$ cat config.mk
export PLATFORM = sky130hd
export DESIGN_NAME = sc_t0_rx
export DESIGN_NICKNAME = d
export VERILOG_FILES = /design/src/rtl/sc_rx_pkg.sv /design/src/rtl/sc_rx_frame.sv /design/src/rtl/sc_rx_hold.sv /design/src/rtl/sc_rx_errcnt.sv /design/src/rtl/sc_t0_rx.sv
export SDC_FILE = /design/constraint.sdc
export NUM_CORES = 1
export LEC_CHECK = 0
export CAP_MARGIN = 10
export CORE_ASPECT_RATIO = 1.5
export CORE_MARGIN = 4
export CORE_UTILIZATION = 55
export DETAILED_ROUTE_END_ITERATION = 7
export DONT_BUFFER_PORTS = 1
export PLACE_DENSITY = 0.7
export SYNTH_ARGS = -nofsm -noshare
export SYNTH_HDL_FRONTEND = slang
export SYNTH_HIERARCHICAL = 1
export SYNTH_SLANG_ARGS = --single-unit
$ cat constraint.sdc
create_clock -name clk -period 5.3 [get_ports clk]
set_input_delay 0.795 -clock clk [delete_from_list [all_inputs] [get_ports clk]]
set_output_delay 0.795 -clock clk [all_outputs]
set_load 0.01 [all_outputs]
$ cat src/rtl/sc_rx_pkg.sv
package sc_rx_pkg;

  typedef enum logic [2:0] {
    ST_IDLE,
    ST_START,
    ST_BITS,
    ST_GUARD,
    ST_NACK
  } rx_state_e;

  // True when data plus parity bit match the selected rule (odd=0: even count of ones)
  function automatic logic parity_good(input logic [7:0] data, input logic pbit, input logic odd);
    return (^{data, pbit}) == odd;
  endfunction

  // Counter value at which the start bit mid-point is reached
  function automatic logic [15:0] mid_offset(input logic [15:0] etu);
    return (etu >> 1) - 16'd1;
  endfunction

  // Saturating error count step; a read clears, a coincident error leaves one
  function automatic logic [15:0] err_next(input logic [15:0] cur, input logic [15:0] top,
                                           input logic inc, input logic clr);
    if (clr) return inc ? 16'd1 : 16'd0;
    if (inc && cur != top) return cur + 16'd1;
    return cur;
  endfunction

endpackage

$ cat src/rtl/sc_rx_frame.sv
module sc_rx_frame
  import sc_rx_pkg::*;
#(
  parameter int ETU_W = 16
) (
  input  logic             clk,
  input  logic             rst_n,
  input  logic             line_i,
  input  logic [ETU_W-1:0] etu_i,
  input  logic             odd_i,
  input  logic             inhibit_i,
  output logic             char_evt_o,
  output logic [7:0]       char_data_o,
  output logic             char_ok_o,
  output logic             pull_low_o
);
  localparam int IDX_W = 4;
  localparam logic [IDX_W-1:0] LAST_IDX = IDX_W'(8);

  rx_state_e        state_q;
  logic [ETU_W-1:0] cnt_q;
  logic [IDX_W-1:0] idx_q;
  logic [7:0]       shift_q;
  logic             nack_pend_q;
  logic             pull_q;

  logic [ETU_W-1:0] half_m1;
  logic [ETU_W-1:0] full_m1;
  logic             mid_hit;
  logic             full_hit;

  assign half_m1  = ETU_W'(mid_offset(16'(etu_i)));
  assign full_m1  = etu_i - 1'b1;
  assign mid_hit  = (cnt_q == half_m1);
  assign full_hit = (cnt_q == full_m1);

  // Named event: parity bit sampled this cycle
  assign char_evt_o  = (state_q == ST_BITS) && full_hit && (idx_q == LAST_IDX);
  assign char_data_o = shift_q;
  assign char_ok_o   = parity_good(shift_q, line_i, odd_i);
  assign pull_low_o  = pull_q;

  always_ff @(posedge clk or negedge rst_n) begin
    if (!rst_n) begin
      state_q     <= ST_IDLE;
      cnt_q       <= '0;
      idx_q       <= '0;
      shift_q     <= '0;
      nack_pend_q <= 1'b0;
      pull_q      <= 1'b0;
    end else begin
      case (state_q)
        ST_IDLE: begin
          cnt_q <= '0;
          if (!line_i) state_q <= ST_START;
        end
        ST_START: begin
          if (mid_hit) begin
            cnt_q   <= '0;
            idx_q   <= '0;
            state_q <= line_i ? ST_IDLE : ST_BITS;
          end else begin
            cnt_q <= cnt_q + 1'b1;
          end
        end
        ST_BITS: begin
          if (full_hit) begin
            cnt_q <= '0;
            idx_q <= idx_q + 1'b1;
            if (idx_q == LAST_IDX) begin
              nack_pend_q <= !char_ok_o && !inhibit_i;
              state_q     <= ST_GUARD;
            end else begin
              shift_q <= {line_i, shift_q[7:1]};
            end
          end else begin
            cnt_q <= cnt_q + 1'b1;
          end
        end
        ST_GUARD: begin
          if (full_hit) begin
            cnt_q <= '0;
            if (nack_pend_q) begin
              state_q <= ST_NACK;
              pull_q  <= 1'b1;
            end else begin
              state_q <= ST_IDLE;
            end
          end else begin
            cnt_q <= cnt_q + 1'b1;
          end
        end
        ST_NACK: begin
          if (full_hit) begin
            cnt_q       <= '0;
            pull_q      <= 1'b0;
            nack_pend_q <= 1'b0;
            state_q     <= ST_IDLE;
          end else begin
            cnt_q <= cnt_q + 1'b1;
          end
        end
        default: state_q <= ST_IDLE;
      endcase
    end
  end

  // Run length of the pull-down, kept for the length check only
  logic [ETU_W-1:0] pull_run_q;
  always_ff @(posedge clk or negedge rst_n) begin
    if (!rst_n)      pull_run_q <= '0;
    else if (pull_q) pull_run_q <= pull_run_q + 1'b1;
    else             pull_run_q <= '0;
  end

  assert_nack_len_R6: assert property (@(posedge clk) disable iff (!rst_n)
    pull_q |-> (pull_run_q < etu_i));

  assert_nack_inhibit_R9: assert property (@(posedge clk) disable iff (!rst_n)
    $rose(pull_q) |-> !inhibit_i);

endmodule

$ cat src/rtl/sc_rx_hold.sv
module sc_rx_hold (
  input  logic       clk,
  input  logic       rst_n,
  input  logic       evt_i,
  input  logic       ok_i,
  input  logic       inhibit_i,
  input  logic [7:0] data_i,
  input  logic       rd_i,
  output logic [7:0] data_o,
  output logic       ready_o,
  output logic       overrun_o
);
  logic       accept;
  logic [7:0] data_q;
  logic       ready_q;
  logic       ovr_q;

  assign accept    = evt_i && (ok_i || inhibit_i);
  assign data_o    = data_q;
  assign ready_o   = ready_q;
  assign overrun_o = ovr_q;

  always_ff @(posedge clk or negedge rst_n) begin
    if (!rst_n) begin
      data_q  <= '0;
      ready_q <= 1'b0;
      ovr_q   <= 1'b0;
    end else if (accept) begin
      data_q  <= data_i;
      ready_q <= 1'b1;
      ovr_q   <= (ovr_q && !rd_i) || (ready_q && !rd_i);
    end else if (rd_i) begin
      ready_q <= 1'b0;
      ovr_q   <= 1'b0;
    end
  end

  assert_bad_not_stored_R5: assert property (@(posedge clk) disable iff (!rst_n)
    (evt_i && !ok_i && !inhibit_i) |=> ($stable(data_q) && ($stable(ready_q) || !ready_q)));

  assert_ready_clear_R10: assert property (@(posedge clk) disable iff (!rst_n)
    (rd_i && !evt_i) |=> !ready_q);

  assert_overrun_set_R11: assert property (@(posedge clk) disable iff (!rst_n)
    (evt_i && (ok_i || inhibit_i) && ready_q && !rd_i) |=> ovr_q);

endmodule

$ cat src/rtl/sc_rx_errcnt.sv
module sc_rx_errcnt
  import sc_rx_pkg::*;
#(
  parameter int ERR_W = 8
) (
  input  logic             clk,
  input  logic             rst_n,
  input  logic             inc_i,
  input  logic             clr_i,
  output logic [ERR_W-1:0] count_o
);
  localparam logic [ERR_W-1:0] TOP = {ERR_W{1'b1}};

  logic [ERR_W-1:0] cnt_q;
  logic [ERR_W-1:0] cnt_nxt;

  assign cnt_nxt = ERR_W'(err_next(16'(cnt_q), 16'(TOP), inc_i, clr_i));
  assign count_o = cnt_q;

  always_ff @(posedge clk or negedge rst_n) begin
    if (!rst_n) cnt_q <= '0;
    else        cnt_q <= cnt_nxt;
  end

  assert_err_saturate_R7: assert property (@(posedge clk) disable iff (!rst_n)
    (cnt_q == TOP && !clr_i) |=> (cnt_q == TOP));

  assert_err_clear_R8: assert property (@(posedge clk) disable iff (!rst_n)
    (clr_i && !inc_i) |=> (cnt_q == '0));

endmodule

$ cat src/rtl/sc_t0_rx.sv
module sc_t0_rx #(
  parameter int ETU_W = 16,
  parameter int ERR_W = 8
) (
  input  logic             clk,
  input  logic             rst_n,
  input  logic             io_line_i,
  output logic             io_pull_low_o,
  input  logic [ETU_W-1:0] etu_cycles_i,
  input  logic             odd_parity_i,
  input  logic             nack_inhibit_i,
  input  logic             hold_read_i,
  output logic [7:0]       hold_data_o,
  output logic             hold_ready_o,
  output logic             overrun_o,
  input  logic             err_read_i,
  output logic [ERR_W-1:0] err_count_o
);
  logic       char_evt;
  logic [7:0] char_data;
  logic       char_ok;
  logic       err_evt;

  assign err_evt = char_evt && !char_ok && !nack_inhibit_i;

  sc_rx_frame #(.ETU_W(ETU_W)) u_frame (
    .clk        (clk),
    .rst_n      (rst_n),
    .line_i     (io_line_i),
    .etu_i      (etu_cycles_i),
    .odd_i      (odd_parity_i),
    .inhibit_i  (nack_inhibit_i),
    .char_evt_o (char_evt),
    .char_data_o(char_data),
    .char_ok_o  (char_ok),
    .pull_low_o (io_pull_low_o)
  );

  sc_rx_hold u_hold (
    .clk      (clk),
    .rst_n    (rst_n),
    .evt_i    (char_evt),
    .ok_i     (char_ok),
    .inhibit_i(nack_inhibit_i),
    .data_i   (char_data),
    .rd_i     (hold_read_i),
    .data_o   (hold_data_o),
    .ready_o  (hold_ready_o),
    .overrun_o(overrun_o)
  );

  sc_rx_errcnt #(.ERR_W(ERR_W)) u_err (
    .clk    (clk),
    .rst_n  (rst_n),
    .inc_i  (err_evt),
    .clr_i  (err_read_i),
    .count_o(err_count_o)
  );

endmodule

==> reports/qor.yml, run 1 <==
layout:
  diodes: 0
  drive_above_1_share_pct: 12.4
  fin_nets: 464
  fin_area_sq_um: 4210
  fillers: 643
  area_growth_syn_to_layout_pct: 1.63
sta:
  rsz0062_at_grt: "false"
  max_slew_margin_pct: 23.0
  period_share_pct: 75.3
  drv_slew: 0
  setup_viol: 0
  setup_slack_ns: 1.31
  period_needed_ns: 3.99
  tightest_slew_ns: 1.15
  fin_skew_ns: 0.0153
  setup_tns_ns: 0
  maxClockFrequency_mhz: 251
  hold_viol: 0
power_and_ir_drop:
  power_density_nw_per_um2: 220
  vdd_drop_max_v: 0.000246
  finalPower_uw: 926
  leakage_uw: 0.00166
floorplanning:
  dieArea_sq_um: 9010
  dieWidth_um: 78.8
  core_area_sq_um: 7270
  dieHeight_um: 114
  num_io_pins: 42
  start_util_pct: 56.9
  fp-row-count: 38
critical_path:
  critPathKind: "primary input to register"
  worstSetupStartpointType: "primary input"
  setup.worst_path.end_class: "register"
  startpoint: "etu_cycles_i[1]"
  arrival_ns: 4.23
  regToRegEndpoint: "u_err/count_o[7]"
  r2r_start: "u_frame/cnt_q[4]"
  required_ns: 5.54
  reg2reg_slack_ns: 1.63
  critical_path.max_fanout: 8
  crit_path_end: "u_err/count_o[7]"
  rr_worst_depth: 10
clock_tree:
  cts_resized: 0
  cts_buffers: 5
  clock_path_buffers: 2
  h-tree-depth: 2
  root_buffer: "clkbuf_8"
  cts.sinks: 51
  postCtsSetupBuffers: 0
  clk_latency_ns: 0.31
  cts_tree: "yes"
  cts_hold_buf: 0
  clk_pin_slew_worst_paths_ns: 0.09
placement:
  io_buffers: 0
  post_dp_cell_area_sq_um: 4100
  place.gp.congestion: 0.869
  pre_cts_slack_ns: 0.966
  dp_hpwl_mm: 7.05
logic_synthesis:
  synthXorXnorAreaFrac_pct: 9.67
  synth_cell_types: 75
  seq_area_frac_synth_pct: 30.8
  synthAdderAreaFrac_pct: 1.81
  synth_edf_count: 0
  synthesis.instances: 460
  syn-num-nets: 489
  avgSynthCellArea_sq_um: 9.00
  ys.flop_type: "dfrtp_1"
  synth_area_sq_um: 4140
  yosys_warnings: 6
  synth-seq-cells: 51
  async_reset_ff_share_pct: 100
  synth_mux_area_share_pct: 9.19
  synth_top_family_by_area: "simple AND/OR/NAND/NOR gates"
  synth_compound_area_share_pct: 16.3
  synth-simple-area-share_pct: 26.9
global_route:
  grt_max_degree: 52
  overflow: 0
  grt_pass1_vias: 3358
  grt_pass1_wl_mm: 16.0
  grt_antenna_before_repair: 0
  grt_use_total_pct: 22.0
flow_run:
  cap_violations: 0
detailed_routing:
  drt_iter0_markers: 166
  num_vias: 3371
  drt.antenna.violating_nets: 0
  routed_wl_mm: 9.45
  vias_per_cell: 6.30
  firstDrtPassIters: 4
  drc: 0
  detail_route.wl_per_cell_um: 17.7
status:
  status: "completed"
hold_path:
  hp-class: "primary input to asynchronous set/reset pin"
critical path, stage by stage:
cell and delay, ns:
inv_1 0.06, ha_1 0.28, nor4b_2 0.46, a41oi_1 0.23
nor3_1 0.17, nand4_1 0.17, a2111oi_4 0.53, and3_1 0.29
nor3b_2 0.43, o21ai_4 0.16, or4_1 0.52, a21oi_1 0.15
where the power goes:
part / internal, uW / total (uW) / switching [uW]
Sequential: 412 / 471 / 59.1
Combinational: 103 / 190 / 87.0
Clock: 139 / 265 / 126
Total: 653 / 926 / 272
synth_stat cells, drive strengths merged (7+ instances only):
| library cell | count | area, sq um |
|---|---|---|
| mux2i | 14 | 140 |
| xnor2 | 30 | 263 |
| a22o | 8 | 75.1 |
| nor2b | 8 | 50.1 |
| nand2 | 26 | 100 |
| and3 | 10 | 62.6 |
| a221oi | 7 | 61.3 |
| dfrtp | 51 | 1280 |
| clkbuf | 19 | 72.6 |
| o21ai | 14 | 92.6 |
| nor2 | 50 | 188 |
| nor3 | 21 | 110 |
| buf | 13 | 87.6 |
| or3 | 7 | 53.8 |
| nand2b | 7 | 43.8 |
| inv | 15 | 56.3 |
| xor2 | 13 | 114 |
| a21oi | 13 | 68.8 |
| nand3 | 12 | 60.1 |
| nand4 | 10 | 68.8 |
| mux2 | 21 | 240 |
sequential cells by signal, indices dropped and copies added (netlist names):
signal and cells:
u_frame/cnt_q 16, u_err/count_o 8, u_frame/char_data_o 8, u_hold/data_o 8
u_frame/idx_q 4, u_frame/state_q 3, u_frame/nack_pend_q 1, u_frame/pull_low_o 1
u_hold/overrun_o 1, u_hold/ready_o 1
per-stage QoR:
step           instances  utilization, %  hold WS [ns]
4_1_cts              535            57.8         0.148
2_1_floorplan        460               -         0.499
3_3_place_gp         528            56.4         0.501
6_report             535            57.8         0.167
5_1_grt              535            57.8         0.141
3_5_place_dp         528            56.4         0.500
placed cells by master, fill, tap and decap left out, drive strengths merged, types with 6 or more instances in the layout:
cell type	count
dfrtp	51
nor2	50
xnor2	30
nand2	26
nor3	21
mux2	21
inv	15
mux2i	14
o21ai	14
xor2	13
a21oi	13
nand3	12
and3	10
nand4	10
nor2b	8
a22o	8
nand2b	7
a221oi	7
or3	7
ha	6
and2	6
a221o	6
clkbuf	6
cells by family after synthesis:
group | count (synthesis)
buffers and inverters | 47
adder cells (fa/ha/maj) | 6
flip-flops | 51
AND/OR/NAND/NOR | 195
AO/OA/AOI/OAI | 82
multiplexers | 35
XOR/XNOR | 44
cell type report:
cell class / count / area, sq um / share of cell area (%)
multi-input combinational: 362 / 2650 / 62.9
sequential: 51 / 1280 / 30.3
tap: 100 / 125 / 2.97
clock buffer: 6 / 72.6 / 1.73
inverter: 15 / 56.3 / 1.34
clock inverter: 1 / 30.0 / 0.714
how the worst min path moves through the flow:
| stage | startpoint | end | slack [ns] | cells after the start |
|---|---|---|---|---|
| finish | rst_n | u_frame/idx_q[2] | 0.17 | 0 |
| CTS | rst_n | u_frame/cnt_q[0] | 0.15 | 0 |
| global route | rst_n | u_err/count_o[3] | 0.14 | 0 |
| global placement | rst_n | u_err/count_o[6] | 0.50 | 0 |
| detailed placement | rst_n | u_err/count_o[5] | 0.50 | 0 |
| floorplan | rst_n | u_err/count_o[0] | 0.50 | 0 |
routing by layer:
| layer | global-route usage (%) | part of all wire (%) | vias up |
|---|---|---|---|
| li1 | - | - | 1631 |
| met3 | 3.86 | 4.7 | 17 |
| met5 | 0 | 0 | - |
| met1 | 24.3 | 39 | 1655 |
| met4 | 10.8 | 3.0 | 0 |
| met2 | 40.3 | 53 | 68 |
(Power assumes the default switching activity.)
==> run 2: changes to the inputs <==
--- a/config.mk
+++ b/config.mk
@@ -11,7 +11,7 @@
 export CORE_UTILIZATION = 55
 export DETAILED_ROUTE_END_ITERATION = 7
 export DONT_BUFFER_PORTS = 1
-export PLACE_DENSITY = 0.7
+export PLACE_DENSITY = 0.73
 export SYNTH_ARGS = -nofsm -noshare
 export SYNTH_HDL_FRONTEND = slang
 export SYNTH_HIERARCHICAL = 1
==> constraint.sdc (replaced) <==
create_clock -name clk -period 3.4 [get_ports clk]
set_input_delay 0.51 -clock clk [delete_from_list [all_inputs] [get_ports clk]]
set_output_delay 0.51 -clock clk [all_outputs]
set_load 0.01 [all_outputs]
==> reports/qor.yml, run 2 (synthesis gave the netlist of run 1 again) <==
critical_path:
  r2r_start: "u_frame/cnt_q[2]"
  critical_path.max_fanout: 9
  rr_worst_depth: 10
  setup.worst_path.end_class: "register"
  reg2reg_slack_ns: 0.17
  arrival_ns: 3.47
  startpoint: "u_frame/cnt_q[2]"
  critPathKind: "register to register"
  worstSetupStartpointType: "register"
  required_ns: 3.64
  regToRegEndpoint: "u_err/count_o[5]"
power_and_ir_drop:
  p_sw_uw: 429
  comb_power_share_pct: 22.8
  leakage_uw: 0.00176
  vdd_drop_max_v: 0.000378
  power.share.switching_pct: 29.3
  power_density_nw_per_um2: 333
  seqPwrFrac_pct: 49.2
  clock_power_share_pct: 28.0
  p_int_uw: 1030
sta:
  drv_slew: 0
  setup_slack_ns: 0.168
  hold_viol: 0
  tightest_slew_ns: 1.09
  max_slew_margin_pct: 27.1
  setup_tns_ns: 0
  period_share_pct: 95.1
  fin_skew_ns: 0.0114
  maxClockFrequency_mhz: 309
  period_needed_ns: 3.23
  setup_viol: 0
global_route:
  met1_usage_pct: 24.5
  grt_use_met3_pct: 4.88
  met2_usage_pct: 41.6
  grt_pass1_vias: 3420
  overflow: 0
  grt_pass1_wl_mm: 16.3
  grt_max_degree: 52
  grt_use_total_pct: 22.4
  gr-max-usage-layer: "met2"
  grt_antenna_before_repair: 0
layout:
  fillers: 652
  layout_commonest_cell: "dfrtp_1"
  fin_nets: 483
  post-route-util_pct: 60.4
  drive_above_1_share_pct: 16.5
  layout_common_cells: "dfrtp_1, nor2_1, xnor2_1"
  area_growth_syn_to_layout_pct: 6.17
  diodes: 0
  top_register: "u_frame/cnt_q"
  largest_register_ffs: 16
clock_tree:
  root_buffer: "clkbuf_8"
  h-tree-depth: 2
  clock_path_buffers: 2
  clk_latency_ns: 0.31
  postCtsSetupBuffers: 0
  cts_tree: "yes"
  cts.sinks: 51
  clk_pin_slew_worst_paths_ns: 0.09
  cts_buffers: 5
detailed_routing:
  routed_wl_mm: 9.72
  drt.antenna.violating_nets: 0
  vias_per_cell: 6.34
  firstDrtPassIters: 4
  detail_route.wl_per_cell_um: 17.5
  num_vias: 3510
  drt_iter0_markers: 162
  drc: 0
placement:
  dp_hpwl_mm: 7.34
  place.gp.congestion: 0.856
  io_buffers: 0
  pre_cts_slack_ns: -0.154
floorplanning:
  fp-row-count: 38
  dieArea_sq_um: 9010
  num_io_pins: 42
  dieWidth_um: 78.8
  start_util_pct: 56.9
  core_area_sq_um: 7270
  dieHeight_um: 114
status:
  status: "completed"
flow_run:
  cap_violations: 0
hold_path:
  hp-class: "primary input to asynchronous set/reset pin"
==> run 2: cell count changes in the layout (fill, tap and decap cells not counted), sizes merged <==
cell	previous run	this run
buf	0	19
==> run 2: how the worst max path moves through the flow <==
stage | end | cells past startpoint
2_1_floorplan | u_err/count_o[5] | 11
3_3_place_gp | u_err/count_o[5] | 12
3_5_place_dp | u_err/count_o[5] | 12
4_1_cts | u_err/count_o[5] | 12
5_1_grt | u_err/count_o[5] | 12
6_report | u_err/count_o[5] | 10
==> run 2: cell type report <==
class | count | area [sq um] | share of cell area, %
Multi-Input combinational cell | 362 | 2670 | 60.8
Sequential cell | 51 | 1280 | 29.0
Timing Repair Buffer | 19 | 163 | 3.70
Tap cell | 100 | 125 | 2.85
Clock buffer | 6 | 72.6 | 1.65
Inverter | 15 | 56.3 | 1.28
Clock inverter | 1 | 30.0 | 0.683
==> run 2: worst max-delay path: stages (launching register included) <==
cell and delay, ns:
dfrtp_1 0.49, xor2_1 0.18, or3_1 0.37, a32oi_1 0.26
nand4_1 0.21, a2111oi_4 0.38, and3_4 0.27, nor3b_4 0.27
o21ai_4 0.10, or4_1 0.48, a21oi_1 0.14
==> run 2: routing by layer <==
layer,share of wire [%],wire (um)
met5,0,0
met4,3.2,307
met3,5.7,553
met2,53,5180
met1,38,3680
==> run 2: power by group through the flow <==
stage	Clock (uW)	Combinational (uW)	Sequential, uW
after floorplan	0	333	667
after global placement	0	307	726
after detailed placement	0	315	730
after CTS	428	333	718
after global routing	449	362	728
final	409	334	719
==> run 2: per-stage QoR <==
step | instance area (sq um) | total power, uW | std cells | hold slack, ns
2_1_floorplan | 4160 | 1000 | 460 | 0.214
3_3_place_gp | 4260 | 1030 | 546 | 0.216
3_5_place_dp | 4260 | 1040 | 546 | 0.216
4_1_cts | 4390 | 1480 | 554 | 0.0429
5_1_grt | 4390 | 1540 | 554 | 0.0389
6_report | 4390 | 1460 | 554 | 0.0417
==> run 2: timing repair <==
action	in CTS	in global routing
hold buffers	1	0
hold endpoints to repair	51	0
gates resized for setup	0	1
endpoints found under the setup margin	0	5
==> run 3: changes to the inputs <==
--- a/config.mk
+++ b/config.mk
@@ -7,7 +7,7 @@
 export LEC_CHECK = 0
 export CAP_MARGIN = 10
 export CORE_ASPECT_RATIO = 1.5
-export CORE_MARGIN = 4
+export CORE_MARGIN = 10
 export CORE_UTILIZATION = 55
 export DETAILED_ROUTE_END_ITERATION = 7
 export DONT_BUFFER_PORTS = 1
==> reports/qor.yml, run 3 (synthesis gave the netlist of run 1 again) <==
critical_path:
  r2r_start: "u_frame/cnt_q[2]"
  crit_path_end: "u_err/count_o[5]"
  critical_path.top_delay_family: "simple AND/OR/NAND/NOR gates"
  cp.depth: 10
  critical_path.max_fanout: 9
  reg2reg_slack_ns: 0.21
  cp.buffers_inverters: 0
  path_cells: "xor2_1 -> or3_1 -> a32oi_1 -> nand4_1 -> a2111oi_4 -> and3_4 -> nor3b_4 -> o21ai_4 -> or4_1 -> a21oi_1"
  arrival_ns: 3.44
  setup.worst_path.end_class: "register"
  startpoint: "u_frame/cnt_q[2]"
  critPathKind: "register to register"
  worstSetupStartpointType: "register"
  cpPeakStageDelay_ns: 0.48
  required_ns: 3.65
  slowest_stage: "dfrtp_1"
  rr_worst_depth: 10
  regToRegEndpoint: "u_err/count_o[5]"
sta:
  fin_skew_ns: 0.00566
  max_slew_margin_pct: 31.4
  drv_slew: 0
  setup_slack_ns: 0.205
  tightest_slew_ns: 1.03
  setup_viol: 0
  period_needed_ns: 3.19
  setup_tns_ns: 0
  maxClockFrequency_mhz: 313
  hold_viol: 0
  period_share_pct: 94.0
  rsz0062_at_grt: "false"
clock_tree:
  cts_buffers: 5
  h-tree-depth: 2
  root_buffer: "clkbuf_8"
  postCtsSetupBuffers: 0
  clock_path_buffers: 2
  clk_pin_slew_worst_paths_ns: 0.10
  cts_tree: "yes"
  clk_latency_ns: 0.32
  cts.sinks: 51
global_route:
  grt_pass1_wl_mm: 16.3
  grt_antenna_before_repair: 0
  grt_pass1_vias: 3427
  overflow: 0
  grt_use_total_pct: 17.0
  grt_max_degree: 52
power_and_ir_drop:
  finalPower_uw: 1410
  vdd_drop_max_v: 0.000363
  power_density_nw_per_um2: 321
  leakage_uw: 0.00176
status:
  status: "completed"
placement:
  io_buffers: 0
  dp.cells: 547
  dp_hpwl_mm: 7.54
  place.gp.congestion: 0.943
  pre_cts_slack_ns: -0.221
floorplanning:
  num_io_pins: 42
  core_area_sq_um: 7270
  fp-row-count: 38
  dieHeight_um: 126
  start_util_pct: 56.9
  dieArea_sq_um: 11500
  dieWidth_um: 90.8
detailed_routing:
  drt.antenna.violating_nets: 0
  num_vias: 3462
  routed_wl_mm: 9.86
  firstDrtPassIters: 5
  vias_per_cell: 6.23
  drc: 0
  detail_route.wl_per_cell_um: 17.7
  drt_iter0_markers: 250
layout:
  largest_register_ffs: 16
  layout_common_cells: "dfrtp_1, nor2_1, xnor2_1"
  fin_nets: 484
  fin_cells: 556
  top_register: "u_frame/cnt_q"
  layout_commonest_cell: "dfrtp_1"
  area_growth_syn_to_layout_pct: 6.11
  diodes: 0
  drive_above_1_share_pct: 17.3
flow_run:
  cap_violations: 0
hold_path:
  hp-class: "primary input to asynchronous set/reset pin"
==> run 3: worst min-delay path by stage <==
stage | cells past startpoint | end
after floorplan | 0 | u_err/count_o[0]
after global placement | 0 | u_hold/data_o[5]
after detailed placement | 0 | u_hold/overrun_o
after CTS | 1 | u_frame/cnt_q[0]
after global routing | 1 | u_frame/cnt_q[2]
final | 1 | u_frame/cnt_q[2]
==> run 3: layout make-up <==
type,instances,area [sq um]
Clock buffer,5,68.8
Clock inverter,3,18.8
Fill cell,630,2880
Inverter,15,56.3
Multi-Input combinational cell,362,2680
Sequential cell,51,1280
Tap cell,100,125
Timing Repair Buffer,20,170
==> run 3: metrics by stage <==
step / cell area [sq um] / hold WS, ns / utilization (%)
after floorplan: 4160 / 0.214 / -
after global placement: 4260 / 0.216 / 58.6
after detailed placement: 4260 / 0.216 / 58.6
after CTS: 4380 / 0.0382 / 60.2
after global routing: 4390 / 0.0310 / 60.4
final: 4390 / 0.0293 / 60.4
==> run 3: timing repair <==
item / CTS / global route
setup endpoints to repair: 0 / 5
endpoints found under the hold margin: 51 / 0
hold buffers: 1 / 0
resized for setup: 0 / 2
==> run 3: routing by layer <==
| layer | vias to the layer above | share of wire (%) | track usage, % |
|---|---|---|---|
| met5 | - | 0 | 0 |
| met4 | 0 | 1.9 | 6.11 |
| met3 | 15 | 6.4 | 4.70 |
| met2 | 100 | 54 | 32.3 |
| met1 | 1664 | 38 | 17.0 |
| li1 | 1683 | - | - |
==> run 3: worst reg2reg max path, delay by kind of cell (launching register included) <==
family | cells | cell delay, ns
AO/OA/AOI/OAI | 4 | 0.86
AND/OR/NAND/NOR | 5 | 1.60
flip-flops | 1 | 0.48
XOR/XNOR | 1 | 0.18
==> run 3: power by group <==
part           switching, uW  internal [uW]  total, uW
Clock                    208            145        353
Sequential              78.1            642        720
Combinational            158            177        335
